--- src/rtl/lps_pkg.sv ---
package lps_pkg;
  localparam int REG_AW = 8;
  localparam int DATA_W = 32;

  localparam logic [REG_AW-1:0] OFS_CAP  = 8'h00;
  localparam logic [REG_AW-1:0] OFS_CTL  = 8'h04;
  localparam logic [REG_AW-1:0] OFS_SYNC = 8'h0C;

  localparam int CAP_W      = 3;
  localparam int ACK_LSB    = 8;
  localparam int PRD_W      = 15;
  localparam int COMMIT_BIT = 15;
  localparam int ARM_LSB    = 16;
  localparam int GO_BIT     = 24;
endpackage

--- src/rtl/lps_pwr_lane.sv ---
module lps_pwr_lane #(
  parameter int ACK_DELAY = 6
) (
  input  logic clk,
  input  logic rst,
  input  logic req,
  output logic ack
);
  localparam int CW = $clog2(ACK_DELAY + 1);
  localparam logic [CW-1:0] DLY_LAST = CW'(ACK_DELAY - 1);

  logic [CW-1:0] dly_q;

  always_ff @(posedge clk) begin
    if (rst) begin
      ack   <= 1'b0;
      dly_q <= '0;
    end else if (req != ack) begin
      if (dly_q == DLY_LAST) begin
        ack   <= req;
        dly_q <= '0;
      end else begin
        dly_q <= dly_q + 1'b1;
      end
    end else begin
      dly_q <= '0;
    end
  end

  // an acknowledge edge always moves toward the request seen on the prior cycle
  a_r3_ack_toward_req: assert property (@(posedge clk) disable iff (rst)
    (ack != $past(ack)) |-> (ack == $past(req)));

  // the settling timer never passes its last step
  a_r4_timer_bound: assert property (@(posedge clk) disable iff (rst)
    dly_q <= DLY_LAST);
endmodule

--- src/rtl/lps_sync_engine.sv ---
module lps_sync_engine #(
  parameter int NUM_LINKS    = 4,
  parameter int PRD_W        = 15,
  parameter int RESET_PERIOD = 'h176F
) (
  input  logic                 clk,
  input  logic                 rst,
  input  logic                 wr,
  input  logic [PRD_W-1:0]     wr_period,
  input  logic                 wr_commit,
  input  logic [NUM_LINKS-1:0] wr_arm,
  input  logic                 wr_go,
  output logic [PRD_W-1:0]     shadow_period,
  output logic                 commit_pend,
  output logic [NUM_LINKS-1:0] arm,
  output logic                 go,
  output logic [NUM_LINKS-1:0] pulse
);
  localparam logic [PRD_W-1:0] RST_PRD = PRD_W'(RESET_PERIOD);

  logic [PRD_W-1:0] cnt_q;
  logic [PRD_W-1:0] active_q;
  logic             term;

  assign term = (cnt_q == active_q);

  always_ff @(posedge clk) begin
    if (rst) begin
      cnt_q         <= '0;
      active_q      <= RST_PRD;
      shadow_period <= RST_PRD;
      commit_pend   <= 1'b0;
      arm           <= '0;
      go            <= 1'b0;
      pulse         <= '0;
    end else begin
      pulse <= '0;
      if (term) begin
        cnt_q <= '0;
        if (commit_pend) begin
          active_q    <= shadow_period;
          commit_pend <= 1'b0;
        end
        if (go) begin
          pulse <= arm;
          arm   <= '0;
          go    <= 1'b0;
        end
      end else begin
        cnt_q <= cnt_q + 1'b1;
      end
      if (wr) begin
        arm <= wr_arm;
        go  <= wr_go && (|wr_arm);
        if (wr_commit) begin
          shadow_period <= wr_period;
          commit_pend   <= 1'b1;
        end
      end
    end
  end

  // the counter never runs past the active period
  a_r5_count_in_range: assert property (@(posedge clk) disable iff (rst)
    cnt_q <= active_q);

  // a pending go always has at least one armed link
  a_r8_go_needs_arm: assert property (@(posedge clk) disable iff (rst)
    go |-> (|arm));

  // a pulse only copies the arm set that was pending with go
  a_r7_pulse_from_arm: assert property (@(posedge clk) disable iff (rst)
    (|pulse) |-> ($past(go) && (pulse == $past(arm))));

  // go and arm clear at the wrap that fires them
  a_r7_go_clears: assert property (@(posedge clk) disable iff (rst)
    (go && term && !wr) |=> (!go && (arm == '0)));

  // commit clears at the wrap that loads the period
  a_r6_commit_clears: assert property (@(posedge clk) disable iff (rst)
    (commit_pend && term && !wr) |=> !commit_pend);
endmodule

--- src/rtl/link_pwr_sync_ctrl.sv ---
module link_pwr_sync_ctrl #(
  parameter int NUM_LINKS    = 4,
  parameter int ACK_DELAY    = 6,
  parameter int RESET_PERIOD = 'h176F
) (
  input  logic                         clk,
  input  logic                         rst,
  input  logic                         reg_wr,
  input  logic                         reg_rd,
  input  logic [lps_pkg::REG_AW-1:0]   reg_addr,
  input  logic [lps_pkg::DATA_W-1:0]   reg_wdata,
  output logic [lps_pkg::DATA_W-1:0]   reg_rdata,
  output logic [NUM_LINKS-1:0]         link_pwr_en,
  output logic [NUM_LINKS-1:0]         link_pwr_ack,
  output logic [NUM_LINKS-1:0]         link_sync_pulse
);
  import lps_pkg::*;

  logic [NUM_LINKS-1:0] req_q;
  logic                 ctl_wr;
  logic                 sync_wr;
  logic [PRD_W-1:0]     shadow_period;
  logic                 commit_pend;
  logic [NUM_LINKS-1:0] arm;
  logic                 go;
  logic [DATA_W-1:0]    rd_mux;

  assign ctl_wr  = reg_wr && (reg_addr == OFS_CTL);
  assign sync_wr = reg_wr && (reg_addr == OFS_SYNC);

  always_ff @(posedge clk) begin
    if (rst) req_q <= '0;
    else if (ctl_wr) req_q <= reg_wdata[NUM_LINKS-1:0];
  end

  assign link_pwr_en = req_q;

  for (genvar i = 0; i < NUM_LINKS; i++) begin : g_lane
    lps_pwr_lane #(.ACK_DELAY(ACK_DELAY)) u_lane (
      .clk (clk),
      .rst (rst),
      .req (req_q[i]),
      .ack (link_pwr_ack[i])
    );
  end

  lps_sync_engine #(
    .NUM_LINKS   (NUM_LINKS),
    .PRD_W       (PRD_W),
    .RESET_PERIOD(RESET_PERIOD)
  ) u_sync (
    .clk          (clk),
    .rst          (rst),
    .wr           (sync_wr),
    .wr_period    (reg_wdata[PRD_W-1:0]),
    .wr_commit    (reg_wdata[COMMIT_BIT]),
    .wr_arm       (reg_wdata[ARM_LSB +: NUM_LINKS]),
    .wr_go        (reg_wdata[GO_BIT]),
    .shadow_period(shadow_period),
    .commit_pend  (commit_pend),
    .arm          (arm),
    .go           (go),
    .pulse        (link_sync_pulse)
  );

  always_comb begin
    rd_mux = '0;
    case (reg_addr)
      OFS_CAP: rd_mux[CAP_W-1:0] = CAP_W'(NUM_LINKS);
      OFS_CTL: begin
        rd_mux[NUM_LINKS-1:0]         = req_q;
        rd_mux[ACK_LSB +: NUM_LINKS]  = link_pwr_ack;
      end
      OFS_SYNC: begin
        rd_mux[PRD_W-1:0]             = shadow_period;
        rd_mux[COMMIT_BIT]            = commit_pend;
        rd_mux[ARM_LSB +: NUM_LINKS]  = arm;
        rd_mux[GO_BIT]                = go;
      end
      default: rd_mux = '0;
    endcase
  end

  always_ff @(posedge clk) begin
    if (rst) reg_rdata <= '0;
    else if (reg_rd) reg_rdata <= rd_mux;
  end

  // the power request pins take the written request field
  a_r2_en_follows_write: assert property (@(posedge clk) disable iff (rst)
    ctl_wr |=> (link_pwr_en == $past(reg_wdata[NUM_LINKS-1:0])));

  // read data holds while no read is issued
  a_r9_rdata_holds: assert property (@(posedge clk) disable iff (rst)
    !reg_rd |=> $stable(reg_rdata));
endmodule

--- config.mk ---
export PLATFORM = sky130hd
export DESIGN_NAME = link_pwr_sync_ctrl
export DESIGN_NICKNAME = d
export VERILOG_FILES = /design/src/rtl/lps_pkg.sv /design/src/rtl/lps_pwr_lane.sv /design/src/rtl/lps_sync_engine.sv /design/src/rtl/link_pwr_sync_ctrl.sv
export SDC_FILE = /design/constraint.sdc
export NUM_CORES = 1
export LEC_CHECK = 0
export BUFFER_PORTS_ARGS = -buffer_cell sky130_fd_sc_hd__buf_2
export CORE_MARGIN = 2
export CORE_UTILIZATION = 49
export CTS_CLUSTER_SIZE = 24
export DETAILED_ROUTE_END_ITERATION = 10
export HOLD_SLACK_MARGIN = 0.12
export PLACE_DENSITY = 0.75
export SLEW_MARGIN = 20
export SYNTH_ARGS = -nofsm -noshare
export SYNTH_HDL_FRONTEND = slang
export SYNTH_SLANG_ARGS = --single-unit
--- constraint.sdc ---
create_clock -name clk -period 1.67 [get_ports clk]
set_input_delay 0.0835 -clock clk [delete_from_list [all_inputs] [get_ports clk]]
set_output_delay 0.0835 -clock clk [all_outputs]
set_load 0.02 [all_outputs]
# Word-level counts from Yosys, hierarchy flattened
# Cells that the tools add are included.
# classes
reduce_logical	20
n_eq_ne	11
bitwise	6
add_sub_neg	5
mux	14
# op_table
operator	n
2-to-1 mux 4 bit	4
adder 15 x 1 -> 15 bit (second input constant)	1
equality test 15 bit	1
OR reduction 3 bit	5
AND reduction 2 bit	7
adder 3 x 1 -> 3 bit (second input constant)	4
equality test 3 bit (second input constant)	4
case mux 3 bit (3 select lines)	1
equality test 8 x 3 -> 1 bit (second input constant)	1
equality test 8 x 4 -> 1 bit (second input constant)	1
zero test 8 bit	1
2-to-1 mux 8 bit	1
case mux 4 bit (2 select lines)	1
2-to-1 mux 1 bit	6
NOT 1 bit	6
inequality test 1 bit	4
nonzero test 2 bit	2
OR reduction 4 bit	1
logical AND 1 bit	3
case mux 1 bit (2 select lines)	1
OR reduction 2 bit	1
# totals
output_inout_bits	44
elab_cells	73
inputBits	44
regBits	96

# Longest topological paths before layout
# Gate-level depths: netlist of run 1.
# logic_depth
word_depth	4
ltp_mapped	6
depth_no_buf	5

# Modules after synthesis
# Synthesis of run 1 repeated with hierarchy kept, for this count alone.
# unflattened
hier_cells	460
area_unflattened_um2	4269.1
# modules_own_cells
mod	cells_per_inst	n_inst	area_per_inst_um2
lps_sync_engine	258	1	2313.5
link_pwr_sync_ctrl	138	1	1224.9
lps_pwr_lane	16	4	182.7

# Worst setup path after synthesis of run 1
# Ideal clock, no wire load.
# synth_timing
kind	register to register
startpoint	register u_sync.cnt_q[0]
endpoint	register u_sync.active_q[10]
setup_slack_ps	-45
path_buffers	1
period_less_slack_ps	1715
path_stages_with_launch	6
t_arrival_ps	1643
required_time_ps	1598
path_cell_list	dfxtp_1 -> xnor2_1 -> nand4_2 -> nor4_4 -> buf_6 -> mux2i_1
# synth_via
elab_chain_len	2
# synth_rtl
element	line	rtl
start, declared	lps_sync_engine.sv:21	logic [PRD_W-1:0] cnt_q;
start signal, assigned	lps_sync_engine.sv:50	cnt_q <= cnt_q + 1'b1;
equality test 15 bit	lps_sync_engine.sv:25	assign term = (cnt_q == active_q);
AND reduction 2 bit (no line)	n/a	
end signal, assigned	lps_sync_engine.sv:41	active_q <= shadow_period;
end, declared	lps_sync_engine.sv:22	logic [PRD_W-1:0] active_q;
# No other way between the ends.
# A chain may end at the register's enable or synchronous reset.

# Final worst setup path of run 1
# layout_timing
startpoint	register u_sync.cnt_q[9]
endpoint	register u_sync.active_q[14]
# Same word-level chain as after synthesis.

==> impl_metrics.csv, run 1 <==
group,metric,value,unit
routing,drtPass1Iterations,5,
timing,finalHoldViolCount,0,
timing,final.setup.tns,0,ns
worst_hold_path,hp-class,"in -> reg",
placed_design,place_ws,0.0354,ns
finish,multi_input_area,0.00223,mm2
pwr,ir_worst_vdd,0.000580,V
floorplanning,die_x,97.8,um
global_routing,grt_pass1_vias,3308,
global_routing,grt_first_pass_wirelength,15.1,mm
timing,fmax,0.609,GHz
finish,syn_to_final_growth,25.8,%
timing,period_share,98.3,%
synthesis,synth_edf_count,0,
finish,fillers,692,
floorplanning,fp.dieH,97.8,um
synthesis,synthTopCellsByArea,"dfxtp_1, mux2i_1, nor2_1, xnor2_1, nand2_1",
floorplanning,start_util,49.9,%
routing,drt-total-wl,8.97,mm
global_routing,grt_use_total,19.2,%
synthesis,synthArstFlopShare,0,%
routing,drc,0,
clock_network,clockRootBuffer,"clkbuf_8",
floorplanning,row_count,34,
clock_network,clock_path_buffers,2,
floorplanning,core_area,0.00864,mm2
clock_network,cts.sinks,96,
critical_path,critPathSlowestCell,"dfxtp_2",
critical_path,cpLargestDelayFamily,"simple AND/OR/NAND/NOR gates",
finish,finalNetCount,600,
critical_path,max_stage_delay,0.34,ns
clock_network,clk_pin_slew,0.09,ns
synthesis,syn_area,0.00431,mm2
placed_design,gp_routability_congestion,0.910,
placed_design,dp_hpwl,6.18,mm
clock_network,cts_buffers,9,
clock_network,htreeDepth,3,
timing,worstMarginPinSlew,0.539,ns
pwr,cellPowerDensity,812,mW/mm2
synthesis,syn_area_per_cell,9.66,um2
finish,regArea,0.00194,mm2
timing,final.setup_skew,0.00984,ns
critical_path,cp_max_fo,7,
critical_path,worst-setup-path-type,"reg -> reg",
synthesis,ys_warn_count,0,
global_routing,gr-total-overflow,0,
timing,min_period,1.64,ns
routing,viasPerCell,5.16,
placed_design,port_buffers,65,
global_routing,grt_max_degree,40,
routing,wl_per_cell,13.6,um
synthesis,synthFlopType,"dfxtp_1",
floorplanning,ioPinCount,88,
critical_path,required,1.96,ns
routing,drt_iter0_markers,127,
floorplanning,die_area,0.00956,mm2
critical_path,start_kind,"flip-flop",
finish,drive_above_1_share,28.1,%
synthesis,synth_largest_area_cell,"dfxtp_1",
finish,mostFrequentLayoutCells,"dfxtp_1, nor2_1, buf_2",
clock_network,clock_latency,0.36,ns
synthesis,ys_ff_latch,96,
timing,slew_headroom,63.9,%
critical_path,arrival,1.93,ns
clock_network,cts_tree,"yes",
outcome,status,"complete, no violations",
finish,layout_commonest_cell,"dfxtp_1",
finish,num_antenna_cells,0,
job,maxCapViolations,0,
synthesis,synthDistinctLibCells,41,
synthesis,netlist_instances,446,
timing,timing.final.setup_violations,0,
critical_path,end_kind,"flip-flop",
timing,rsz0062_at_grt,"yes",
routing,drtAntennaViolNets,0,
critical_path,cp.buffers_inverters,1,
synthesis,yosysTopAreaCellShare,44.6,%
timing,finalMaxSlewViolations,0,
timing,setup_ws,0.0291,ns
synthesis,seq_area_frac_synth,44.6,%
routing,vias,3408,
timing,holdWs,0.138,ns
critical_path,path_cells,"xnor2_2 > nand4_1 > nor4_4 > bufbuf_16 > mux2i_1",
global_routing,grt_antenna_before_repair,0,
pwr,leakagePower,0.00235,uW
metal layers:
| layer | global-route usage [%] | wire (um) |
|---|---|---|
| met5 | 0 | 0 |
| met4 | 6.20 | 146 |
| met3 | 4.58 | 431 |
| met2 | 33.1 | 4490 |
| met1 | 23.9 | 3900 |
synthesized netlist by cell type, types with 6 or more instances:
| cell type | instances |
|---|---|
| mux2i_1 | 45 |
| nand4_1 | 9 |
| inv_1 | 9 |
| a21oi_1 | 6 |
| buf_4 | 19 |
| nand2_1 | 41 |
| nor2_1 | 75 |
| clkbuf_1 | 11 |
| xnor2_1 | 18 |
| nand3_1 | 13 |
| dfxtp_1 | 96 |
| a22oi_1 | 14 |
| xor2_1 | 7 |
| ha_1 | 9 |
| nor2_2 | 6 |
| a2bb2oi_1 | 8 |
worst min-delay path, stage by stage:
cell and delay, ns:
buf_2 0.11, nor4_4 0.06, nand3_1 0.11, o32ai_1 0.09
registers in the layout (all words and copies together) (netlist names):
| signal | flops |
|---|---|
| u_sync.shadow_period | 15 |
| u_sync.pulse | 4 |
| link_pwr_en | 4 |
| g_lane.u_lane.dly_q | 12 |
| u_sync.commit_pend | 1 |
| g_lane.u_lane.ack | 4 |
| u_sync.go | 1 |
| reg_rdata | 21 |
| u_sync.cnt_q | 15 |
| u_sync.active_q | 15 |
| u_sync.arm | 4 |
cells by family (layout without fill, tap and decap cells):
| kind of cell | count (synthesis) | in the layout | share of synthesized area (%) |
|---|---|---|---|
| muxes | 45 | 45 | 10.5 |
| AOI/OAI and AO/OA | 42 | 42 | 7.50 |
| and+or+nand+nor | 174 | 174 | 20.6 |
| xor gates and xnor gates | 31 | 31 | 7.61 |
| buffers and inverters | 48 | 144 | 6.51 |
| adders and majority gates | 9 | 9 | 2.61 |
| other | 1 | 11 | 0.0871 |
| DFF | 96 | 96 | 44.6 |
report_power, final:
part / switching [uW] / total [uW] / internal (uW)
Clock: 810 / 1810 / 1000
Combinational: 146 / 268 / 121
Sequential: 16.1 / 2320 / 2300
worst paths after layout:
| path | start | to | slack [ns] | cells after the start |
|---|---|---|---|---|
| worst min-delay path | reg_addr[0] | u_sync.go$_SDFFE_PP0P_ | 0.14 | 4 |
| worst max-delay path | u_sync.cnt_q[9]$_SDFF_PP0_ | u_sync.active_q[14]$_SDFFE_PP0P_ | 0.03 | 5 |
| worst max register to register | u_sync.cnt_q[9]$_SDFF_PP0_ | u_sync.active_q[14]$_SDFFE_PP0P_ | 0.03 | 5 |
| worst min register to register | g_lane[1].u_lane.dly_q[0]$_SDFF_PP0_ | g_lane[1].u_lane.dly_q[0]$_SDFF_PP0_ | 0.45 | 1 |
what timing repair did:
action                     CTS  global route
setup buffers                3             3
setup endpoints to repair    1            31
resized for setup            9            14
pin swaps                    5             6
hold buffers                22             0
hold endpoints to repair    25             0
gates cloned                 1             0
metrics by stage:
step / instances / instance area [um2] / utilization, % / power, uW
finish: 660 / 5420 / 62.7 / 4400
detailed placement: 617 / 4800 / 55.6 / 2590
global route: 660 / 5420 / 62.7 / 4540
global placement: 617 / 4800 / 55.6 / 2590
CTS: 658 / 5360 / 62.0 / 4420
floorplan: 456 / 4350 / - / 2520
area by class of cell:
class                      count  area share (%)
clock buffer                  10            2.36
clock inverter                 6            2.13
multi-input combinational    312            41.2
inverter                      10           0.693
tap                          108            2.49
timing repair buffer         118            15.4
sequential                    96            35.8
(Power assumes the default switching activity.)
==> run 2: changes to the inputs <==
- CORE_UTILIZATION: 49 -> 40
- PLACE_DENSITY: 0.75 -> unset
==> impl_metrics.csv, run 2 (same netlist as run 1, synthesis figures left out) <==
group,metric,value,unit
pwr,p_comb_share,6.8,%
worst_hold_path,hp-start,"reg_addr[5]",
job,maxCapViolations,0,
floorplanning,die_area,0.0116,mm2
worst_hold_path,hp-class,"in -> reg",
global_routing,grt_max_degree,44,
routing,drtAntennaViolNets,0,
finish,drive_above_1_share,27.1,%
global_routing,grt_first_pass_wirelength,15.1,mm
critical_path,max_stage_delay,0.34,ns
placed_design,port_buffers,65,
critical_path,path_cells,"xnor2_1 > nand4_4 > o41ai_4 > buf_4 > clkbuf_16 > nor2_1",
timing,worstMarginPinSlew,0.508,ns
timing,setup_ws,0.0450,ns
floorplanning,row_count,37,
global_routing,grt_antenna_before_repair,0,
critical_path,required,1.92,ns
pwr,p_clk_share,36.5,%
timing,fmax,0.615,GHz
floorplanning,core_area,0.0104,mm2
outcome,status,"complete, no violations",
floorplanning,ioPinCount,88,
routing,wl_per_cell,13.4,um
timing,rsz0062_at_grt,"yes",
clock_network,cts_buffers,9,
routing,drt_iter0_markers,109,
finish,regMostFlops,"reg_rdata",
routing,drt-total-wl,9.23,mm
clock_network,clock_path_buffers,2,
timing,finalHoldViolCount,0,
clock_network,htreeDepth,3,
routing,viasPerCell,4.82,
critical_path,cpLargestDelayFamily,"flip-flops",
timing,holdWs,0.147,ns
routing,drtPass1Iterations,4,
clock_network,clk_pin_slew,0.10,ns
placed_design,gp_routability_congestion,0.790,
worst_hold_path,hold-path-endpoint,"u_sync.go$_SDFFE_PP0P_",
finish,regArea,0.00194,mm2
pwr,swShare,25.3,%
pwr,p_int,3050,uW
critical_path,cp_max_fo,7,
timing,min_period,1.63,ns
finish,mostFrequentLayoutCells,"dfxtp_1, nor2_1, buf_2",
routing,vias,3323,
timing,period_share,97.3,%
finish,fillers,958,
pwr,leakagePower,0.00232,uW
timing,finalMaxSlewViolations,0,
critical_path,worst-setup-path-type,"reg -> reg",
timing,timing.final.setup_violations,0,
clock_network,cts.sinks,96,
timing,final.setup_skew,0.0153,ns
placed_design,place_ws,0.0511,ns
critical_path,critPathSlowestCell,"dfxtp_1",
pwr,power_switching,1030,uW
timing,slew_headroom,66.0,%
global_routing,grt_use_total,16.2,%
pwr,cellPowerDensity,755,mW/mm2
floorplanning,fp.dieH,108,um
finish,largest_register_ffs,21,
placed_design,dp_hpwl,6.63,mm
critical_path,worstReg2RegEnd,"u_sync.cnt_q[11]$_SDFF_PP0_",
pwr,seq_power_share,56.7,%
finish,num_antenna_cells,0,
finish,syn_to_final_growth,25.5,%
critical_path,cp.buffers_inverters,2,
pwr,power,4080,uW
critical_path,rr_startpoint,"u_sync.active_q[3]$_SDFFE_PP1P_",
worst_hold_path,min_path_cells,4,
clock_network,cts_tree,"yes",
global_routing,gr-total-overflow,0,
global_routing,grt_pass1_vias,3236,
floorplanning,start_util,41.5,%
finish,fin_util,52.1,%
pwr,ir_worst_vdd,0.000582,V
finish,layout_commonest_cell,"dfxtp_1",
floorplanning,die_x,108,um
clock_network,clock_latency,0.36,ns
finish,multi_input_area,0.00220,mm2
critical_path,start_kind,"flip-flop",
critical_path,worstRegToRegCells,6,
clock_network,clockRootBuffer,"clkbuf_8",
routing,drc,0,
critical_path,end_kind,"flip-flop",
critical_path,arrival,1.88,ns
critical_path,ff2ff_setup_slack,0.04,ns
finish,finalNetCount,601,
[run 2: cell types whose count changed in the layout (fill, tap and decap cells not counted), moves of 2 or more]
cell       before  now
buf_12          2    4
buf_4          27   24
bufinv_16       3    0
inv_6           1    5
xnor2_1         9   14
xnor2_2        13    8
[run 2: final cells by class]
| cell class | count | area share, % |
|---|---|---|
| clock buffer | 10 | 2.55 |
| clock inverter | 6 | 1.02 |
| inverter | 10 | 0.694 |
| multi-input combinational | 312 | 40.7 |
| sequential | 96 | 35.9 |
| tap | 136 | 3.15 |
| timing repair buffer | 119 | 16.0 |
[run 2: per-stage QoR]
stage                     setup TNS [ns]  cell area [um2]  std cells
after floorplan                   -0.102             4350        456
after global placement                 0             4870        647
after detailed placement               0             4870        647
after CTS                              0             5290        686
after global routing             -0.0218             5410        689
final                                  0             5410        689
[run 2: layer usage]
layer,vias to the layer above,global-route usage (%),share of wire (%)
li1,1708,-,-
met1,1554,20.6,46
met2,53,27.6,49
met3,8,3.33,3.3
met4,0,4.40,0.87
met5,-,0,0
[run 2: worst max-delay path by stage]
stage	from	end	depth (start not counted)
2_1_floorplan	u_sync.cnt_q[7]$_SDFF_PP0_	u_sync.active_q[10]$_SDFFE_PP1P_	6
3_3_place_gp	reg_addr[5]	reg_rdata[1]$_SDFFE_PP0P_	5
3_5_place_dp	reg_addr[5]	reg_rdata[11]$_SDFFE_PP0P_	5
4_1_cts	u_sync.active_q[12]$_SDFFE_PP1P_	u_sync.active_q[7]$_SDFFE_PP0P_	5
5_1_grt	u_sync.cnt_q[13]$_SDFF_PP0_	u_sync.active_q[6]$_SDFFE_PP1P_	5
6_report	u_sync.active_q[3]$_SDFFE_PP1P_	u_sync.cnt_q[11]$_SDFF_PP0_	6
[run 2: power by group through the flow]
stage	registers [uW]	logic [uW]	clock network [uW]
finish	2310	279	1490
CTS	2320	268	1540
global placement	2370	226	0
detailed placement	2370	228	0
floorplan	2370	152	0
global route	2320	302	1620
[run 2: repair_timing]
action / 4_1_cts / 5_1_grt
hold endpoints to repair: 25 / 0
hold buffers: 23 / 0
setup buffers: 0 / 2
resized for setup: 0 / 20
setup endpoints to repair: 0 / 29
[run 2: worst reg2reg max path, cell delays in order (launching register included)]
cell       delay (ns)
dfxtp_1          0.34
xnor2_1          0.27
nand4_4          0.19
o41ai_4          0.34
buf_4            0.19
clkbuf_16        0.15
nor2_1           0.04
==> run 3: changes to the inputs <==
- RECOVER_POWER: unset -> 25
- REMOVE_ABC_BUFFERS: unset -> 1
==> impl_metrics.csv, run 3 (same netlist as run 1, synthesis figures left out) <==
group,metric,value,unit
finish,multi_input_area,0.00223,mm2
critical_path,max_stage_delay,0.45,ns
routing,drtPass1Iterations,4,
global_routing,gr-total-overflow,0,
clock_network,cts_tree,"yes",
critical_path,worst-setup-path-type,"reg -> reg",
worst_hold_path,hp-start,"reg_addr[1]",
critical_path,required,1.96,ns
floorplanning,core_area,0.0104,mm2
routing,drt-total-wl,9.29,mm
critical_path,worstRegToRegCells,5,
worst_hold_path,hold-path-endpoint,"u_sync.go$_SDFFE_PP0P_",
pwr,leakagePower,0.00225,uW
floorplanning,die_area,0.0116,mm2
timing,rsz0062_at_grt,"yes",
pwr,ir_worst_vdd,0.000437,V
global_routing,grt_max_degree,62,
critical_path,ff2ff_setup_slack,0.02,ns
floorplanning,row_count,37,
clock_network,clock_latency,0.36,ns
placed_design,place_ws,0.0298,ns
timing,holdWs,0.140,ns
global_routing,grt_antenna_before_repair,0,
placed_design,dp_hpwl,6.63,mm
routing,viasPerCell,4.88,
timing,slew_headroom,66.2,%
timing,finalHoldViolCount,0,
finish,regArea,0.00193,mm2
placed_design,gp_routability_congestion,0.874,
critical_path,arrival,1.94,ns
pwr,power,4130,uW
worst_hold_path,hp-class,"in -> reg",
finish,final_cells,692,
floorplanning,ioPinCount,88,
job,maxCapViolations,0,
finish,regMostFlops,"reg_rdata",
placed_design,port_buffers,65,
finish,layout_commonest_cell,"dfxtp_1",
clock_network,htreeDepth,3,
floorplanning,die_x,108,um
finish,fillers,963,
critical_path,end_kind,"flip-flop",
clock_network,cts_buffers,9,
finish,syn_to_final_growth,25.4,%
critical_path,rr_startpoint,"u_sync.active_q[1]$_SDFFE_PP1P_",
timing,setup_ws,0.0211,ns
placed_design,dp.cells,651,
worst_hold_path,min_path_cells,4,
global_routing,grt_first_pass_wirelength,15.1,mm
critical_path,start_kind,"flip-flop",
timing,min_period,1.65,ns
finish,num_antenna_cells,0,
outcome,status,"complete, no violations",
finish,largest_register_ffs,21,
routing,vias,3374,
routing,drt_iter0_markers,111,
clock_network,clockRootBuffer,"clkbuf_8",
critical_path,cpLargestDelayFamily,"simple AND/OR/NAND/NOR gates",
critical_path,critPathSlowestCell,"nor4_4",
timing,period_share,98.7,%
timing,timing.final.setup_violations,0,
critical_path,worstReg2RegEnd,"u_sync.active_q[8]$_SDFFE_PP1P_",
clock_network,cts.sinks,96,
floorplanning,start_util,41.5,%
finish,mostFrequentLayoutCells,"dfxtp_1, nor2_1, mux2i_1",
global_routing,grt_use_total,16.6,%
timing,finalMaxSlewViolations,0,
critical_path,cp_max_fo,5,
pwr,cellPowerDensity,765,mW/mm2
routing,drc,0,
clock_network,clock_path_buffers,2,
timing,fmax,0.606,GHz
finish,finalNetCount,604,
clock_network,clk_pin_slew,0.09,ns
floorplanning,fp.dieH,108,um
critical_path,path_cells,"xnor2_2 > nand4_1 > nor4_4 > buf_6 > mux2i_2",
routing,drtAntennaViolNets,0,
timing,worstMarginPinSlew,0.504,ns
critical_path,cp.buffers_inverters,1,
timing,final.setup_skew,0.00475,ns
routing,wl_per_cell,13.4,um
finish,drive_above_1_share,23.6,%
global_routing,grt_pass1_vias,3267,
## run 3: cell types whose count changed in the layout (fill, tap and decap cells not counted), sizes merged
cell	previous run	this run
clkbuf	11	36
buf	95	73
inv	15	9
clkinv	1	3
clkinvlp	0	2
dlygate4sd3	22	24
bufinv	0	1
dlymetal6s4s	1	0
## run 3: stage by stage
stage,instance area (um2),setup TNS [ns],utilization (%)
floorplan,4100,-5.49,-
global placement,4860,0,46.9
detailed placement,4860,0,46.9
CTS,5310,0,51.2
global route,5400,-0.782,52.1
finish,5400,0,52.1
## run 3: worst max path at each step
stage	startpoint	slack, ns	endpoint	depth (start not counted)
2_1_floorplan	u_sync.cnt_q[7]$_SDFF_PP0_	-0.34	u_sync.active_q[0]$_SDFFE_PP1P_	4
3_3_place_gp	u_sync.active_q[7]$_SDFFE_PP0P_	0.07	u_sync.active_q[2]$_SDFFE_PP1P_	5
3_5_place_dp	u_sync.cnt_q[7]$_SDFF_PP0_	0.03	u_sync.active_q[12]$_SDFFE_PP1P_	5
4_1_cts	u_sync.active_q[7]$_SDFFE_PP0P_	0.003	u_sync.active_q[8]$_SDFFE_PP1P_	5
5_1_grt	u_sync.active_q[1]$_SDFFE_PP1P_	-0.08	u_sync.active_q[12]$_SDFFE_PP1P_	5
6_report	u_sync.active_q[1]$_SDFFE_PP1P_	0.02	u_sync.active_q[8]$_SDFFE_PP1P_	5
## run 3: layout make-up
cell class | instances | area share (%)
Multi-Input combinational cell | 312 | 41.3
Sequential cell | 96 | 35.8
Timing Repair Buffer | 122 | 15.2
Tap cell | 136 | 3.15
Clock buffer | 11 | 2.80
Clock inverter | 5 | 1.02
Inverter | 10 | 0.695
## run 3: repair_timing
item / 4_1_cts / 5_1_grt
hold endpoints to repair: 26 / 0
buffers inserted: 0 / 0
gates cloned: 0 / 1
setup endpoints to repair: 1 / 25
hold buffers: 24 / 0
pin swaps: 0 / 6
resized for setup: 1 / 26
## run 3: report_power, final
group          internal (uW)  switching (uW)
Clock                    768             775
Sequential              2300            14.3
Combinational            125             150
## run 3: tightest hold or removal path, delay by kind of cell
kind / cells / cell delay, ns
AO/OA/AOI/OAI: 1 / 0.09
buffers and inverters: 1 / 0.11
AND/OR/NAND/NOR: 2 / 0.18
## run 3: per-layer routing
layer | global-route usage (%) | vias to the layer above | share of wire, %
met5 | 0 | - | 0
met2 | 28.3 | 61 | 48
met4 | 5.77 | 0 | 1.4
li1 | - | 1718 | -
met1 | 20.3 | 1584 | 46
met3 | 4.42 | 11 | 4.4
